File: src/rtl/bxd_pkg.sv
package bxd_pkg;
  localparam int AW = 20;
  localparam int BW = 3;

  localparam logic [AW-1:0] SFR_LAST  = 20'h003FF;
  localparam logic [AW-1:0] CS3_FIRST = 20'h04000;
  localparam logic [AW-1:0] CS2_FIRST = 20'h08000;
  localparam logic [AW-1:0] CS1_FIRST = 20'h28000;
  localparam logic [AW-1:0] CS0_FIRST = 20'h40000;
  localparam logic [AW-1:0] PIN_FIRST = 20'hC0000;
  localparam logic [BW-1:0] LAST_BANK = '1;

  typedef enum logic [2:0] {
    RG_SFR, RG_RAM, RG_RSVD, RG_ROM, RG_CS0, RG_CS1, RG_CS2, RG_CS3
  } region_e;

  function automatic region_e classify(input logic [AW-1:0] a,
                                       input logic [AW-1:0] ram_end,
                                       input logic [AW-1:0] rom_start,
                                       input logic mp_mode);
    region_e r;
    if (a <= SFR_LAST)                      r = RG_SFR;
    else if (a <= ram_end)                  r = RG_RAM;
    else if (a < CS3_FIRST)                 r = RG_RSVD;
    else if (a < CS2_FIRST)                 r = RG_CS3;
    else if (a < CS1_FIRST)                 r = RG_CS2;
    else if (a < CS0_FIRST)                 r = RG_CS1;
    else if (!mp_mode && a >= rom_start)    r = RG_ROM;
    else                                    r = RG_CS0;
    return r;
  endfunction

  function automatic logic [BW-1:0] pick_bank(input logic [AW-1:0] a,
                                              input logic fetch,
                                              input logic [BW-1:0] reg_bank);
    if (a >= PIN_FIRST || fetch) return LAST_BANK;
    return reg_bank;
  endfunction
endpackage

File: src/rtl/bxd_bank_reg.sv
module bxd_bank_reg
  import bxd_pkg::*;
#(
  parameter logic [AW-1:0] REG_ADDR = 20'h00010
) (
  input  logic          clk,
  input  logic          rst_n,
  input  logic          wr_en,
  input  logic [AW-1:0] addr,
  input  logic [7:0]    wdata,
  output logic [BW-1:0] bank,
  output logic          ofs,
  output logic          wr_hit
);
  assign wr_hit = wr_en && (addr == REG_ADDR);

  always_ff @(posedge clk or negedge rst_n) begin
    if (!rst_n) begin
      bank <= '0;
      ofs  <= 1'b0;
    end else if (wr_hit) begin
      bank <= wdata[5:3];
      ofs  <= wdata[2];
    end
  end

  p_write_lands_r2: assert property (@(posedge clk) disable iff (!rst_n)
    wr_hit |=> (bank == $past(wdata[5:3])) && (ofs == $past(wdata[2])));

  p_hold_no_hit_r3: assert property (@(posedge clk) disable iff (!rst_n)
    !wr_hit |=> $stable({bank, ofs}));
endmodule

File: src/rtl/bxd_region_dec.sv
module bxd_region_dec
  import bxd_pkg::*;
#(
  parameter logic [AW-1:0] RAM_END   = 20'h02BFF,
  parameter logic [AW-1:0] ROM_START = 20'hC0000
) (
  input  logic          [AW-1:0] addr,
  input  logic                   mp_mode,
  output region_e                region,
  output logic          [7:0]    hit_vec
);
  localparam int NREG = 8;

  assign region = classify(addr, RAM_END, ROM_START, mp_mode);

  for (genvar i = 0; i < NREG; i++) begin : g_hit
    assign hit_vec[i] = (region == region_e'(i));
  end
endmodule

File: src/rtl/bxd_bank_sel.sv
module bxd_bank_sel
  import bxd_pkg::*;
(
  input  logic [AW-1:0] addr,
  input  logic          is_fetch,
  input  logic [BW-1:0] reg_bank,
  output logic [BW-1:0] bank_out
);
  assign bank_out = pick_bank(addr, is_fetch, reg_bank);
endmodule

File: src/rtl/bank_xmem_decoder.sv
module bank_xmem_decoder
  import bxd_pkg::*;
#(
  parameter logic [19:0] RAM_END   = 20'h02BFF,
  parameter logic [19:0] ROM_START = 20'hC0000,
  parameter logic [19:0] REG_ADDR  = 20'h00010
) (
  input  logic        clk,
  input  logic        rst_n,
  input  logic [19:0] addr,
  input  logic        is_fetch,
  input  logic        cpu_mode,
  input  logic        wr_en,
  input  logic [7:0]  wdata,
  output logic [7:0]  rdata,
  output logic        sel_sfr,
  output logic        sel_ram,
  output logic        sel_rsvd,
  output logic        sel_rom,
  output logic [3:0]  cs_sel,
  output logic [2:0]  cs_pins
);
  logic [BW-1:0] reg_bank;
  logic          reg_ofs;
  logic          wr_hit;
  region_e       region;
  logic [7:0]    hit_vec;
  logic [BW-1:0] eff_bank;
  logic          banked_cycle;

  bxd_bank_reg #(.REG_ADDR(REG_ADDR)) u_reg (
    .clk(clk), .rst_n(rst_n), .wr_en(wr_en), .addr(addr), .wdata(wdata),
    .bank(reg_bank), .ofs(reg_ofs), .wr_hit(wr_hit)
  );

  bxd_region_dec #(.RAM_END(RAM_END), .ROM_START(ROM_START)) u_dec (
    .addr(addr), .mp_mode(cpu_mode), .region(region), .hit_vec(hit_vec)
  );

  bxd_bank_sel u_bank (
    .addr(addr), .is_fetch(is_fetch), .reg_bank(reg_bank), .bank_out(eff_bank)
  );

  assign rdata    = {2'b00, reg_bank, reg_ofs, 2'b00};
  assign sel_sfr  = hit_vec[RG_SFR];
  assign sel_ram  = hit_vec[RG_RAM];
  assign sel_rsvd = hit_vec[RG_RSVD];
  assign sel_rom  = hit_vec[RG_ROM];
  assign cs_sel   = {hit_vec[RG_CS3], hit_vec[RG_CS2], hit_vec[RG_CS1], hit_vec[RG_CS0]};

  assign banked_cycle = (region == RG_CS0);
  assign cs_pins      = banked_cycle ? eff_bank : cs_sel[3:1];

  p_one_region_r6: assert property (@(posedge clk) disable iff (!rst_n)
    $onehot({sel_sfr, sel_ram, sel_rsvd, sel_rom, cs_sel}));

  p_data_bank_r7: assert property (@(posedge clk) disable iff (!rst_n)
    (cs_sel[0] && !is_fetch && addr[19:18] != 2'b11) |-> cs_pins == rdata[5:3]);

  p_fetch_bank7_r8: assert property (@(posedge clk) disable iff (!rst_n)
    (cs_sel[0] && is_fetch) |-> cs_pins == 3'b111);

  p_top_bank7_r9: assert property (@(posedge clk) disable iff (!rst_n)
    (cs_sel[0] && addr[19:18] == 2'b11) |-> cs_pins == 3'b111);

  p_rom_only_exp_r10: assert property (@(posedge clk) disable iff (!rst_n)
    sel_rom |-> (!cpu_mode && cs_sel == 4'b0000));

  p_pins_strobe_r11: assert property (@(posedge clk) disable iff (!rst_n)
    !cs_sel[0] |-> cs_pins == cs_sel[3:1]);
endmodule

File: config.mk
export PLATFORM = sky130hd
export DESIGN_NAME = bank_xmem_decoder
export DESIGN_NICKNAME = d
export VERILOG_FILES = /design/src/rtl/bxd_pkg.sv /design/src/rtl/bxd_bank_reg.sv /design/src/rtl/bxd_region_dec.sv /design/src/rtl/bxd_bank_sel.sv /design/src/rtl/bank_xmem_decoder.sv
export SDC_FILE = /design/constraint.sdc
export NUM_CORES = 1
export LEC_CHECK = 0
export BUFFER_PORTS_ARGS = -buffer_cell sky130_fd_sc_hd__buf_4
export CAP_MARGIN = 15
export CORE_UTILIZATION = 31
export DETAILED_ROUTE_END_ITERATION = 8
export GPL_TIMING_DRIVEN = 1
export PLACE_DENSITY_LB_ADDON = 0.25
export SLEW_MARGIN = 20
export SYNTH_ARGS = -nofsm -noshare
export SYNTH_HDL_FRONTEND = slang
export SYNTH_SLANG_ARGS = --single-unit
File: constraint.sdc
create_clock -name clk -period 1.32 [get_ports clk]
set_input_delay 0.198 -clock clk [delete_from_list [all_inputs] [get_ports clk]]
set_output_delay 0.198 -clock clk [all_outputs]
set_load 0.01 [all_outputs]
# --- After elaboration in Yosys (flattened, before gate mapping) ---
# Index checks and enable logic that the tools add are counted.
# Widths: inputs -> output; s select.
totals:
  register_bits: 4
classes:
  n_lt_le_gt_ge: 7
  n_eq_ne: 8
  muxes: 11
  n_reduce_logical: 5
ops:
  columns: ["operator", "n"]
  rows:
  - ["$mux 3", 10]
  - ["$eq 20x5->1 const B", 1]
  - ["$ge 20x20->1 const B", 1]
  - ["$le 20x10->1 const B", 1]
  - ["$le 20x14->1 const B", 1]
  - ["$lt 20x15->1 const B", 1]
  - ["$lt 20x16->1 const B", 1]
  - ["$lt 20x18->1 const B", 1]
  - ["$lt 20x19->1 const B", 1]
  - ["$eq 3x3->1 const B", 4]
  - ["$eq 3x2->1 const B", 2]
  - ["$eq 3x1->1 const B", 1]
  - ["$logic_not 3->1", 1]
  - ["$logic_and 1x1->1", 2]
  - ["$logic_not 1->1", 1]
  - ["$logic_or 1x1->1", 1]
  - ["$mux 1", 1]

# --- Depth between registers and ports, before layout ---
depth:
  depth_word: 11
  ltp_mapped: 4
  ltp_nobuf: 4

# --- Modules after synthesis ---
# From an unflattened synthesis, not the netlist that was laid out.
unflattened:
  cells_unflattened: 57
  hier_area_um2: 494.2
modules_own_cells:
  columns: ["mod", "n_inst", "cells_each", "area_each_um2", "seq_area_each_um2"]
  rows:
  - ["bxd_bank_reg", 1, 19, 222.7, 100.1]
  - ["bxd_region_dec", 1, 25, 151.4, 0.0]
  - ["bank_xmem_decoder", 1, 10, 93.8, 0.0]
  - ["bxd_bank_sel", 1, 3, 26.3, 0.0]

# --- Worst setup path before layout ---
# No wires, ideal clock.
synth_timing:
  kind: "input -> register"
  from: "in addr[13]"
  to: "reg u_reg.bank[0]"
  arrival_ps: 1320
  slack_ps: -125
  cell_stages: 3
  path_buffers: 0
  path_cell_list: "or4_4 -> nor3_4 -> mux2_2"
synth_between:
  elab_chain_len: 2
synth_lines:
  columns: ["item", "line", "source"]
  rows:
  - ["start: declaration", "bank_xmem_decoder.sv:10", "input logic [19:0] addr,"]
  - ["$eq 20x5->1", "bxd_bank_reg.sv:15", "assign wr_hit = wr_en && (addr == REG_ADDR);"]
  - ["$logic_and 1x1->1", "bxd_bank_reg.sv:15", null]
  - ["end signal: assignment", "bxd_bank_reg.sv:22", "bank <= wdata[5:3];"]
  - ["end: declaration", "bxd_bank_reg.sv:11", "output logic [BW-1:0] bank,"]
# Every way passes these cells.
# A chain may end at the register's enable or synchronous reset.

# --- Final worst setup path ---
layout_timing:
  from: "reg u_reg.bank[0]"
  to: "out cs_pins[0]"
layout_between:
  elab_chain_len: 2
layout_lines:
  columns: ["item", "line", "source"]
  rows:
  - ["$mux 3", "bxd_pkg.sv:37", "return reg_bank;"]
  - ["$mux 3", "bank_xmem_decoder.sv:52", "assign cs_pins = banked_cycle ? eff_bank : cs_sel[3:1];"]
  - ["end: declaration", "bank_xmem_decoder.sv:21", "output logic [2:0] cs_pins"]
# Every way passes these cells.

==> results.py <==
metrics = {
    "placed_design": {
        "gp_congestion": 0.640,
        "io_buffers": 43,
        "place_ws_ps": -302,
        "dp_hpwl_um": 1140,
    },
    "die": {
        "core_area_sq_um": 1280,
        "num_rows": 13,
        "die_height_um": 39.2,
        "initial_core_util_pct": 33.3,
        "die_x_um": 39.2,
        "die-area_sq_um": 1530,
        "ios": 52,
    },
    "layout": {
        "layout_common_cells": "52 x buf_4, 7 x nor2_1, 6 x buf_6",
        "nNetsFinal": 146,
        "nFillCells": 114,
        "multi_input_area_sq_um": 328,
        "num_antenna_cells": 0,
        "syn_to_final_growth_pct": 120,
        "layout_commonest_cell": "buf_4",
        "area.sequential_sq_um": 100,
        "final_core_util_pct": 73.2,
        "drive_above_1_share_pct": 67.6,
    },
    "clocking": {
        "h-tree-depth": 1,
        "cts.sinks": 4,
        "clk_pin_slew_worst_paths_ps": 30,
        "numCtsBuffers": 3,
        "cts_root_buf": "clkbuf_4",
        "clock_latency_ps": 230,
        "cts_tree": "built",
        "clk_path_buf_depth": 2,
    },
    "sta": {
        "fin_crit_ps": 1460,
        "fin_ws_ps": -145,
        "setup_violations": 8,
        "clock_skew_ps": 0,
        "maxSlewViolCount": 0,
        "fin_setup_tns_ps": -767,
        "min_period_over_period_pct": 111,
        "hold_viol": 0,
        "holdWs_ps": 200,
        "rsz0062_at_grt": "true",
        "fmax_mhz": 683,
    },
    "logic_synthesis": {
        "netlist.area_leader.share_pct": 23.4,
        "synth_warnings": 0,
        "synthTopCellsByArea": "dfrtp_1 23%, buf_4 11%, mux2_2 11%",
        "synth-seq-area-share_pct": 23.4,
        "syn_area_sq_um": 428,
        "ys_ff_latch": 4,
        "synth.avg_cell_area_sq_um": 8.23,
        "yosysTopAreaCell": "dfrtp_1",
        "syn_inst": 52,
        "yosysUniqueCellTypes": 23,
    },
    "pwr": {
        "power.share.switching_pct": 25.6,
        "p_int_mw": 0.348,
        "powerDensity_nw_per_um2": 498,
        "p_sw_mw": 0.120,
        "ir_drop_uv": 334,
        "p_clk_share_pct": 31.1,
        "report.power.total_mw": 0.469,
        "leakagePower_nw": 0.504,
        "seqPwrFrac_pct": 26.3,
        "combinationalPowerShare_pct": 42.5,
    },
    "flow_run": {
        "cap_violations": 0,
    },
    "detailed_routing": {
        "antenna_left": 0,
        "drt-initial-drc-count": 3,
        "avgRoutedWirePerCell_um": 11.4,
        "vias": 581,
        "drc": 0,
        "firstDrtPassIters": 4,
        "wl_um": 1430,
        "routed_via_density": 4.61,
    },
    "global_routing": {
        "grt_pass1_wl_um": 2280,
        "grt_usage_pct": 22.4,
        "grt_start_max_net_pins": 7,
        "grt_pass1_vias": 580,
        "antenna_found_initial": 0,
        "overflow": 0,
    },
    "setup_path": {
        "reg2reg_depth": 3,
        "worst_r2r_endpoint": "u_reg.bank[0]",
        "worstSetupStartpointType": "register",
        "required_ps": 1120,
        "cp_data_arrival_time_ps": 1270,
        "cp-endpoint": "cs_pins[0]",
        "rr_startpoint": "u_reg.bank[0]",
        "setup.worst_path.start": "u_reg.bank[0]",
        "path_max_fanout": 3,
        "r2r_slack_ps": 280,
        "worst_setup_path_end_kind": "output port",
        "critPathKind": "reg2out",
    },
    "status": {
        "violations": "setup timing",
        "status": "finished, violations left",
    },
    "worst_hold_path": {
        "holdCritPathClass": "in2reg",
    },
}
==> cells by family after synthesis <==
logic type                after synthesis  share of synthesized area, %
muxes                                   4                          10.5
AOI/OAI and AO/OA                      11                          15.2
DFF                                     4                          23.4
and+or+nand+nor                        24                          36.6
buffers and inverters                   7                          11.4
other                                   1                         0.876
xor gates and xnor gates                1                          2.05
==> layout make-up <==
type                            instances  area share [%]
Inverter                                1           0.399
Multi-Input combinational cell         44            34.8
Timing Repair Buffer                   59            49.7
Sequential cell                         4            10.6
Clock buffer                            3            2.39
Tap cell                               15            1.99
==> what timing repair did <==
action	in CTS	in global routing
hold buffers	1	0
endpoints found under the hold margin	4	0
setup endpoints to repair	9	13
resized for setup	12	7
setup buffers	0	2
pin swaps	7	5
==> layer usage <==
metal | wire length (um) | global-route usage, % | vias to the layer above
li1 | - | - | 296
met1 | 502 | 20.0 | 259
met2 | 854 | 46.3 | 26
met3 | 76 | 4.05 | 0
met4 | 0 | 10.3 | 0
met5 | 0 | 0 | -
==> state kept, by name, indices dropped and copies added, names as in the netlist <==
signal / flops
u_reg.bank: 3
u_reg.ofs: 1
==> synthesized netlist by cell type <==
cell type	n
nor4b_1	1
xnor2_1	1
buf_4	6
nand4_1	1
nor4_1	1
and2_1	1
a21oi_1	3
and3b_2	1
nand3_4	1
o21ai_0	5
mux2_2	4
nor2_1	10
dfrtp_1	4
nand2_1	2
inv_1	1
conb_1	1
nor3_4	1
or4_4	1
or2_2	2
o311a_1	1
and4b_1	1
o31ai_1	2
nand2b_1	1
==> critical path, cell delays in order (launching register included) <==
cell     delay (ps)
dfrtp_1         390
o31ai_2         210
a21oi_1          90
or2_4           230
buf_6           120
==> stage by stage <==
stage | instances | area, sq um
global route | 126 | 941
floorplan | 55 | 439
detailed placement | 120 | 833
finish | 126 | 941
CTS | 124 | 905
global placement | 120 | 833
==> how the worst min path moves through the flow <==
stage	from	to	slack, ps	cells after the start
2_1_floorplan	rst_n	u_reg.bank[0]	-100	0
4_1_cts	wdata[2]	u_reg.ofs	190	2
6_report	wdata[3]	u_reg.bank[0]	200	2
5_1_grt	wdata[4]	u_reg.bank[1]	200	2
3_5_place_dp	rst_n	u_reg.bank[2]	-4	1
3_3_place_gp	rst_n	u_reg.bank[0]	-4	1
==> power groups by stage <==
stage | combinational (mW) | clock, mW | sequential [mW]
floorplan | 0.0667 | 0 | 0.125
finish | 0.199 | 0.146 | 0.123
detailed placement | 0.178 | 0 | 0.125
global placement | 0.174 | 0 | 0.125
CTS | 0.193 | 0.155 | 0.123
global route | 0.218 | 0.160 | 0.123
(Power assumes the default switching activity.)
